<file path="config.mk">
export PLATFORM = sky130hd
export DESIGN_NAME = burst_dma
export DESIGN_NICKNAME = d
export VERILOG_FILES = /design/src/rtl/burst_dma_pkg.sv /design/src/rtl/dma_cfg_regs.sv /design/src/rtl/dma_xfer_engine.sv /design/src/rtl/burst_dma.sv
export SDC_FILE = /design/constraint.sdc
export NUM_CORES = 1
export LEC_CHECK = 0
export BUFFER_PORTS_ARGS = -buffer_cell sky130_fd_sc_hd__buf_2
export CORE_UTILIZATION = 58
export CTS_CLUSTER_SIZE = 24
export DETAILED_ROUTE_END_ITERATION = 10
export PLACE_DENSITY_LB_ADDON = 0.08
export SLEW_MARGIN = 40
export SYNTH_ARGS = -nofsm -noshare
export SYNTH_HDL_FRONTEND = slang
export SYNTH_SLANG_ARGS = --single-unit
</file>
<file path="constraint.sdc">
create_clock -name clk -period 3.8 [get_ports clk]
set_input_delay 0 -clock clk [delete_from_list [all_inputs] [get_ports clk]]
set_output_delay 0 -clock clk [all_outputs]
set_load 0.01 [all_outputs]
</file>
<file path="src/rtl/burst_dma_pkg.sv">
package burst_dma_pkg;

    typedef enum logic [3:0] {
        ST_IDLE,
        ST_RD_REQ,
        ST_RD_CMD,
        ST_RD_DATA,
        ST_WR_REL,
        ST_WR_REQ,
        ST_WR_CMD,
        ST_WR_DATA,
        ST_RD_REL
    } eng_state_e;

    localparam logic [4:0] OFS_SRC  = 5'h00;
    localparam logic [4:0] OFS_DST  = 5'h04;
    localparam logic [4:0] OFS_LEN  = 5'h08;
    localparam logic [4:0] OFS_CTRL = 5'h0C;
    localparam logic [4:0] OFS_STAT = 5'h10;

    localparam int CTRL_GO   = 0;
    localparam int CTRL_IE   = 1;
    localparam int STAT_BUSY = 0;
    localparam int STAT_DONE = 1;
    localparam int STAT_ERR  = 2;

endpackage

</file>
<file path="src/rtl/dma_cfg_regs.sv">
module dma_cfg_regs
    import burst_dma_pkg::*;
#(
    parameter int AW = 32,
    parameter int DW = 32,
    parameter int LW = 16
) (
    input  logic          clk,
    input  logic          rst_n,
    input  logic          reg_we,
    input  logic [4:0]    reg_addr,
    input  logic [DW-1:0] reg_wdata,
    output logic [DW-1:0] reg_rdata,
    input  logic          eng_busy,
    input  logic          eng_ok,
    input  logic          eng_err,
    output logic [AW-1:0] cfg_src,
    output logic [AW-1:0] cfg_dst,
    output logic [LW-1:0] cfg_len,
    output logic          go,
    output logic          irq
);

    typedef struct packed {
        logic [AW-1:0] src;
        logic [AW-1:0] dst;
        logic [LW-1:0] len;
        logic          ie;
        logic          done;
        logic          err;
    } cfg_t;

    cfg_t cfg_d, cfg_q;

    always_comb begin
        cfg_d = cfg_q;
        go    = 1'b0;
        if (reg_we) begin
            case (reg_addr)
                OFS_SRC:  if (!eng_busy) cfg_d.src = reg_wdata[AW-1:0];
                OFS_DST:  if (!eng_busy) cfg_d.dst = reg_wdata[AW-1:0];
                OFS_LEN:  if (!eng_busy) cfg_d.len = reg_wdata[LW-1:0];
                OFS_CTRL: begin
                    if (!eng_busy) begin
                        cfg_d.ie = reg_wdata[CTRL_IE];
                        if (reg_wdata[CTRL_GO]) begin
                            cfg_d.done = 1'b0;
                            cfg_d.err  = 1'b0;
                            if (cfg_q.len == '0) cfg_d.err = 1'b1;
                            else                 go        = 1'b1;
                        end
                    end
                end
                OFS_STAT: begin
                    if (reg_wdata[STAT_DONE]) cfg_d.done = 1'b0;
                    if (reg_wdata[STAT_ERR])  cfg_d.err  = 1'b0;
                end
                default: ;
            endcase
        end
        if (eng_ok)  cfg_d.done = 1'b1;
        if (eng_err) cfg_d.err  = 1'b1;
    end

    always_ff @(posedge clk or negedge rst_n) begin
        if (!rst_n) cfg_q <= '0;
        else        cfg_q <= cfg_d;
    end

    always_comb begin
        reg_rdata = '0;
        case (reg_addr)
            OFS_SRC:  reg_rdata[AW-1:0] = cfg_q.src;
            OFS_DST:  reg_rdata[AW-1:0] = cfg_q.dst;
            OFS_LEN:  reg_rdata[LW-1:0] = cfg_q.len;
            OFS_CTRL: reg_rdata[CTRL_IE] = cfg_q.ie;
            OFS_STAT: begin
                reg_rdata[STAT_BUSY] = eng_busy;
                reg_rdata[STAT_DONE] = cfg_q.done;
                reg_rdata[STAT_ERR]  = cfg_q.err;
            end
            default: ;
        endcase
    end

    assign cfg_src = cfg_q.src;
    assign cfg_dst = cfg_q.dst;
    assign cfg_len = cfg_q.len;
    assign irq     = cfg_q.ie & (cfg_q.done | cfg_q.err);

endmodule

</file>
<file path="src/rtl/dma_xfer_engine.sv">
module dma_xfer_engine
    import burst_dma_pkg::*;
#(
    parameter int AW    = 32,
    parameter int DW    = 32,
    parameter int LW    = 16,
    parameter int BURST = 4
) (
    input  logic                          clk,
    input  logic                          rst_n,
    input  logic                          go,
    input  logic [AW-1:0]                 cfg_src,
    input  logic [AW-1:0]                 cfg_dst,
    input  logic [LW-1:0]                 cfg_len,
    output logic                          busy,
    output logic                          fin_ok,
    output logic                          fin_err,
    output logic                          bus_req,
    input  logic                          bus_gnt,
    output logic                          mem_cmd_valid,
    output logic                          mem_cmd_write,
    output logic [AW-1:0]                 mem_cmd_addr,
    output logic [$clog2(BURST+1)-1:0]    mem_cmd_beats,
    output logic                          mem_wvalid,
    output logic [DW-1:0]                 mem_wdata,
    input  logic [DW-1:0]                 mem_rdata,
    input  logic                          mem_ack,
    input  logic                          mem_berr
);

    localparam int BW = $clog2(BURST + 1);
    localparam int IW = (BURST > 1) ? $clog2(BURST) : 1;

    typedef struct packed {
        eng_state_e                st;
        logic [AW-1:0]             rd_addr;
        logic [AW-1:0]             wr_addr;
        logic [LW-1:0]             remain;
        logic [BW-1:0]             beats;
        logic [IW-1:0]             idx;
        logic [BURST-1:0][DW-1:0]  buffer;
    } eng_t;

    eng_t eng_d, eng_q;
    logic last_beat;

    function automatic logic [BW-1:0] chunk_of(input logic [LW-1:0] words);
        if (words >= LW'(BURST)) return BW'(BURST);
        else                     return BW'(words);
    endfunction

    assign last_beat = ((BW'(eng_q.idx) + BW'(1)) == eng_q.beats);

    always_comb begin
        eng_d   = eng_q;
        fin_ok  = 1'b0;
        fin_err = 1'b0;
        case (eng_q.st)
            ST_IDLE: begin
                if (go) begin
                    eng_d.rd_addr = cfg_src;
                    eng_d.wr_addr = cfg_dst;
                    eng_d.remain  = cfg_len;
                    eng_d.beats   = chunk_of(cfg_len);
                    eng_d.st      = ST_RD_REQ;
                end
            end
            ST_RD_REQ: if (bus_gnt) eng_d.st = ST_RD_CMD;
            ST_RD_CMD: begin
                eng_d.idx = '0;
                eng_d.st  = ST_RD_DATA;
            end
            ST_RD_DATA: begin
                if (mem_ack) begin
                    if (mem_berr) begin
                        fin_err  = 1'b1;
                        eng_d.st = ST_IDLE;
                    end else begin
                        eng_d.buffer[eng_q.idx] = mem_rdata;
                        eng_d.idx = eng_q.idx + IW'(1);
                        if (last_beat) begin
                            eng_d.rd_addr = eng_q.rd_addr + (AW'(eng_q.beats) << 2);
                            eng_d.st      = ST_WR_REL;
                        end
                    end
                end
            end
            ST_WR_REL: eng_d.st = ST_WR_REQ;
            ST_WR_REQ: if (bus_gnt) eng_d.st = ST_WR_CMD;
            ST_WR_CMD: begin
                eng_d.idx = '0;
                eng_d.st  = ST_WR_DATA;
            end
            ST_WR_DATA: begin
                if (mem_ack) begin
                    if (mem_berr) begin
                        fin_err  = 1'b1;
                        eng_d.st = ST_IDLE;
                    end else begin
                        eng_d.idx = eng_q.idx + IW'(1);
                        if (last_beat) begin
                            eng_d.wr_addr = eng_q.wr_addr + (AW'(eng_q.beats) << 2);
                            eng_d.remain  = eng_q.remain - LW'(eng_q.beats);
                            eng_d.beats   = chunk_of(eng_q.remain - LW'(eng_q.beats));
                            if (eng_q.remain == LW'(eng_q.beats)) begin
                                fin_ok   = 1'b1;
                                eng_d.st = ST_IDLE;
                            end else begin
                                eng_d.st = ST_RD_REL;
                            end
                        end
                    end
                end
            end
            ST_RD_REL: eng_d.st = ST_RD_REQ;
            default:   eng_d.st = ST_IDLE;
        endcase
    end

    always_ff @(posedge clk or negedge rst_n) begin
        if (!rst_n) eng_q <= '0;
        else        eng_q <= eng_d;
    end

    always_comb begin
        busy = (eng_q.st != ST_IDLE);
        case (eng_q.st)
            ST_RD_REQ, ST_RD_CMD, ST_RD_DATA,
            ST_WR_REQ, ST_WR_CMD, ST_WR_DATA: bus_req = 1'b1;
            default:                           bus_req = 1'b0;
        endcase
        mem_cmd_valid = (eng_q.st == ST_RD_CMD) || (eng_q.st == ST_WR_CMD);
        mem_cmd_write = (eng_q.st == ST_WR_CMD);
        mem_cmd_addr  = (eng_q.st == ST_WR_CMD) ? eng_q.wr_addr : eng_q.rd_addr;
        mem_cmd_beats = eng_q.beats;
        mem_wvalid    = (eng_q.st == ST_WR_DATA);
        mem_wdata     = eng_q.buffer[eng_q.idx];
    end

endmodule

</file>
<file path="src/rtl/burst_dma.sv">
module burst_dma
    import burst_dma_pkg::*;
#(
    parameter int AW    = 32,
    parameter int DW    = 32,
    parameter int LW    = 16,
    parameter int BURST = 4
) (
    input  logic                        clk,
    input  logic                        rst_n,
    input  logic                        reg_we,
    input  logic [4:0]                  reg_addr,
    input  logic [DW-1:0]               reg_wdata,
    output logic [DW-1:0]               reg_rdata,
    output logic                        irq,
    output logic                        bus_req,
    input  logic                        bus_gnt,
    output logic                        mem_cmd_valid,
    output logic                        mem_cmd_write,
    output logic [AW-1:0]               mem_cmd_addr,
    output logic [$clog2(BURST+1)-1:0]  mem_cmd_beats,
    output logic                        mem_wvalid,
    output logic [DW-1:0]               mem_wdata,
    input  logic [DW-1:0]               mem_rdata,
    input  logic                        mem_ack,
    input  logic                        mem_berr
);

    logic [AW-1:0] cfg_src;
    logic [AW-1:0] cfg_dst;
    logic [LW-1:0] cfg_len;
    logic          go;
    logic          eng_busy;
    logic          eng_ok;
    logic          eng_err;

    dma_cfg_regs #(.AW(AW), .DW(DW), .LW(LW)) i_regs (
        .clk       (clk),
        .rst_n     (rst_n),
        .reg_we    (reg_we),
        .reg_addr  (reg_addr),
        .reg_wdata (reg_wdata),
        .reg_rdata (reg_rdata),
        .eng_busy  (eng_busy),
        .eng_ok    (eng_ok),
        .eng_err   (eng_err),
        .cfg_src   (cfg_src),
        .cfg_dst   (cfg_dst),
        .cfg_len   (cfg_len),
        .go        (go),
        .irq       (irq)
    );

    dma_xfer_engine #(.AW(AW), .DW(DW), .LW(LW), .BURST(BURST)) i_engine (
        .clk           (clk),
        .rst_n         (rst_n),
        .go            (go),
        .cfg_src       (cfg_src),
        .cfg_dst       (cfg_dst),
        .cfg_len       (cfg_len),
        .busy          (eng_busy),
        .fin_ok        (eng_ok),
        .fin_err       (eng_err),
        .bus_req       (bus_req),
        .bus_gnt       (bus_gnt),
        .mem_cmd_valid (mem_cmd_valid),
        .mem_cmd_write (mem_cmd_write),
        .mem_cmd_addr  (mem_cmd_addr),
        .mem_cmd_beats (mem_cmd_beats),
        .mem_wvalid    (mem_wvalid),
        .mem_wdata     (mem_wdata),
        .mem_rdata     (mem_rdata),
        .mem_ack       (mem_ack),
        .mem_berr      (mem_berr)
    );

endmodule

</file>
==> metrics.yaml <==
outcome:
  status: "finished, final reports clean"
detailed_routing:
  finalWirelength_um: 39380
  top_layer_used: "met4"
  ant_nets: 0
  m1WireLength_um: 16990
  drt_iter0_markers: 947
  drt_first_pass_iters: 5
  wl_met2_um: 19170
  drc: 0
  vias: 11900
  wl_met3_um: 1967
  wl_per_cell_um: 20.19
  via_per_inst: 6.103
synth:
  syn_area_um2: 15390
  syn_avg_cell_area_um2: 11.23
  ys_ff_latch: 300
  synthCells: 1370
  async_flop_share: 1.000
  synth_top_family_by_area: "multiplexers"
  synth_cell_types: 65
  synth_mux_area_frac: 0.2477
  synth_ff_type: "dfrtp_1"
  synth-adder-area-share: 0.01447
  yosys.area_share.simple: 0.1008
  synth-xor-area-share: 0.003984
  synth_compound_area_frac: 0.1136
  yosysSeqAreaShare: 0.4878
  synth_edf_count: 0
  ys_warn_count: 0
  syn-num-nets: 1461
place:
  place.gp.congestion: 0.8697
  io_buffers: 178
  dp_hpwl_um: 25690
  post-place-ws_ns: 0.7469
setup_path:
  start_kind: "flip-flop"
  cp-end-kind: "flip-flop"
  cp_num_buf_inv: 2
  cpLargestDelayFamily: "simple AND/OR/NAND/NOR gates"
  reg2reg_to: "i_engine.eng_q[195]$_DFFE_PN0P_"
  path_cells: "inv_1 -> ha_1 -> xor2_1 -> or4_4 -> a311o_1 -> nand2_1 -> buf_4 -> o2bb2a_1"
  worstPathRequired_ns: 4.19
  crit_arrival_ns: 3.49
  rr_worst_depth: 8
  worst-setup-path-type: "reg -> reg"
  r2r_setup_slack_ns: 0.71
  r2r-start: "i_engine.eng_q[129]$_DFFE_PN0P_"
  slowest_stage: "or4_4"
  slowest_delay_ns: 0.54
  worst-path-max-fanout: 18
timing:
  rsz0062_at_grt: "false"
  hold_violations: 0
  setup_viol: 0
  relSlewSlack: 0.4977
  fin_hold_ws_ns: 0.06015
  fin_crit_ns: 3.094
  tightest_slew_ns: 0.7535
  layout_setup_ws_ns: 0.7060
  drv_slew: 0
  period_share: 0.8142
  fmaxAchievable_ghz: 0.3232
  skew_ns: 0.02012
  setup_tns_ns: 0
floorplan:
  core-area_um2: 26060
  die_h_um: 164.9
  start_util: 0.5906
  ios: 179
  die_x_um: 164.9
  rows: 59
  dieArea_um2: 27190
cells_and_area:
  final_nets: 1683
  drive_above_1_share: 0.3418
  fin_util: 0.7100
  area_growth_pct: 20.23
  diodes: 0
clock_network:
  cts_tree: "done"
  ctsRootBufferMaster: "clkbuf_16"
  clock-sinks: 300
  cts_made_buffers: 35
  clock_latency_ns: 0.51
  path_clk_slew_ns: 0.06
  cts_max_level: 2
  cts_resized: 0
  clockBufferDepth: 3
min_path:
  hp-class: "in -> reg"
  holdPathEnd: "i_regs.cfg_q[2]$_DFFE_PN0P_"
  worstHoldStart: "reg_addr[3]"
  min_path_cells: 4
power:
  p_leak_nw: 8.724
  vdd_ir_drop_max_v: 0.0005576
  power_density_nw_per_um2: 732.7
  finalPower_mw: 13.56
global_routing:
  antenna_found_initial: 0
  grt_pass1_vias: 11570
  grt_max_degree: 107
  grt_pass1_wl_um: 61490
  overflow: 0
  grt_util_all_layers: 0.2926
run:
  cap_violations: 0
==> power breakdown <==
group          switching (mW)  internal [mW]
clock network            1.32           2.13
registers               0.919           4.26
logic                    2.52           2.42
total                    4.76           8.80
==> cells by family (layout without fill, tap and decap cells) <==
| family | after synthesis | in the layout |
|---|---|---|
| and+or+nand+nor | 323 | 323 |
| muxes | 310 | 310 |
| DFF | 300 | 300 |
| AOI/OAI and AO/OA | 299 | 299 |
| buffers and inverters | 115 | 360 |
| adders and majority gates | 16 | 16 |
| xor gates and xnor gates | 7 | 7 |
==> repair_timing <==
| action | CTS | global route |
|---|---|---|
| endpoints found under the hold margin | 308 | 0 |
| buffers inserted | 0 | 0 |
| hold buffers | 71 | 0 |
==> Yosys cell counts (8+ instances only) <==
cell type | n | area [µm²]
nand3_1 | 37 | 185.2
a21o_1 | 12 | 90.09
nand4_1 | 16 | 100.1
nor4_1 | 9 | 56.30
nand2_1 | 130 | 488.0
dfrtp_1 | 300 | 7507
and3_1 | 10 | 62.56
o21ai_0 | 64 | 320.3
a21oi_1 | 130 | 650.6
buf_2 | 11 | 55.05
buf_1 | 30 | 112.6
inv_1 | 22 | 82.58
nor3_1 | 14 | 70.07
nor2_1 | 54 | 202.7
clkbuf_1 | 44 | 165.2
mux2_2 | 240 | 2703
mux4_2 | 30 | 675.7
mux2i_1 | 37 | 370.4
o22ai_1 | 38 | 237.7
ha_1 | 13 | 162.7
nand2b_1 | 8 | 50.05
==> worst reg2reg max path, delay by kind of cell (launching register included) <==
family	cells	cell delay [ns]
xor gates and xnor gates	1	0.19
and+or+nand+nor	2	0.95
adders and majority gates	1	0.31
AOI/OAI and AO/OA	2	0.74
DFF	1	0.40
buffers and inverters	2	0.39
==> layout make-up <==
class	count	area (µm²)
clock buffers	50	1052
clock inverters	10	138.9
fillers	1915	7556
inverters	23	86.33
multi-input cells	955	7413
flip-flops and latches	300	7508
well taps	335	419.2
repair buffers	277	1884
==> worst max-delay path by stage <==
| stage | slack (ns) | depth (start not counted) | from | to |
|---|---|---|---|---|
| global route | 0.55 | 8 | i_engine.eng_q[129]$_DFFE_PN0P_ | i_engine.eng_q[195]$_DFFE_PN0P_ |
| CTS | 0.71 | 8 | i_engine.eng_q[129]$_DFFE_PN0P_ | i_engine.eng_q[195]$_DFFE_PN0P_ |
| global placement | 0.83 | 8 | i_engine.eng_q[129]$_DFFE_PN0P_ | i_engine.eng_q[195]$_DFFE_PN0P_ |
| detailed placement | 0.75 | 8 | i_engine.eng_q[129]$_DFFE_PN0P_ | i_engine.eng_q[195]$_DFFE_PN0P_ |
| floorplan | 0.44 | 12 | i_engine.eng_q[128]$_DFFE_PN0P_ | i_engine.eng_q[185]$_DFFE_PN0P_ |
| finish | 0.71 | 8 | i_engine.eng_q[129]$_DFFE_PN0P_ | i_engine.eng_q[195]$_DFFE_PN0P_ |
==> through the flow <==
stage                     cell area, µm²  cells
after floorplan                    15390   1370
after global placement             16590   1819
after detailed placement           16590   1819
after CTS                          18500   1950
after global routing               18500   1950
final                              18500   1950
==> placed cells by master, fill, tap and decap left out, types with 35 or more instances in the layout <==
| cell type | Yosys | layout |
|---|---|---|
| dfrtp_1 | 300 | 299 |
| mux2_2 | 240 | 240 |
| buf_2 | 11 | 177 |
| a21oi_1 | 130 | 130 |
| nand2_1 | 130 | 129 |
| dlygate4sd3_1 | 0 | 71 |
| o21ai_0 | 64 | 64 |
| nor2_1 | 54 | 54 |
| o22ai_1 | 38 | 38 |
| mux2i_1 | 37 | 37 |
| nand3_1 | 37 | 36 |
| clkbuf_16 | 0 | 35 |
==> per-layer routing <==
layer | global-route usage | up-vias
met1 | 0.3942 | 5921
met2 | 0.4901 | 407
met5 | 0 | -
li1 | - | 5482
met4 | 0.1005 | 0
met3 | 0.03516 | 90
(Power assumes the default switching activity.)
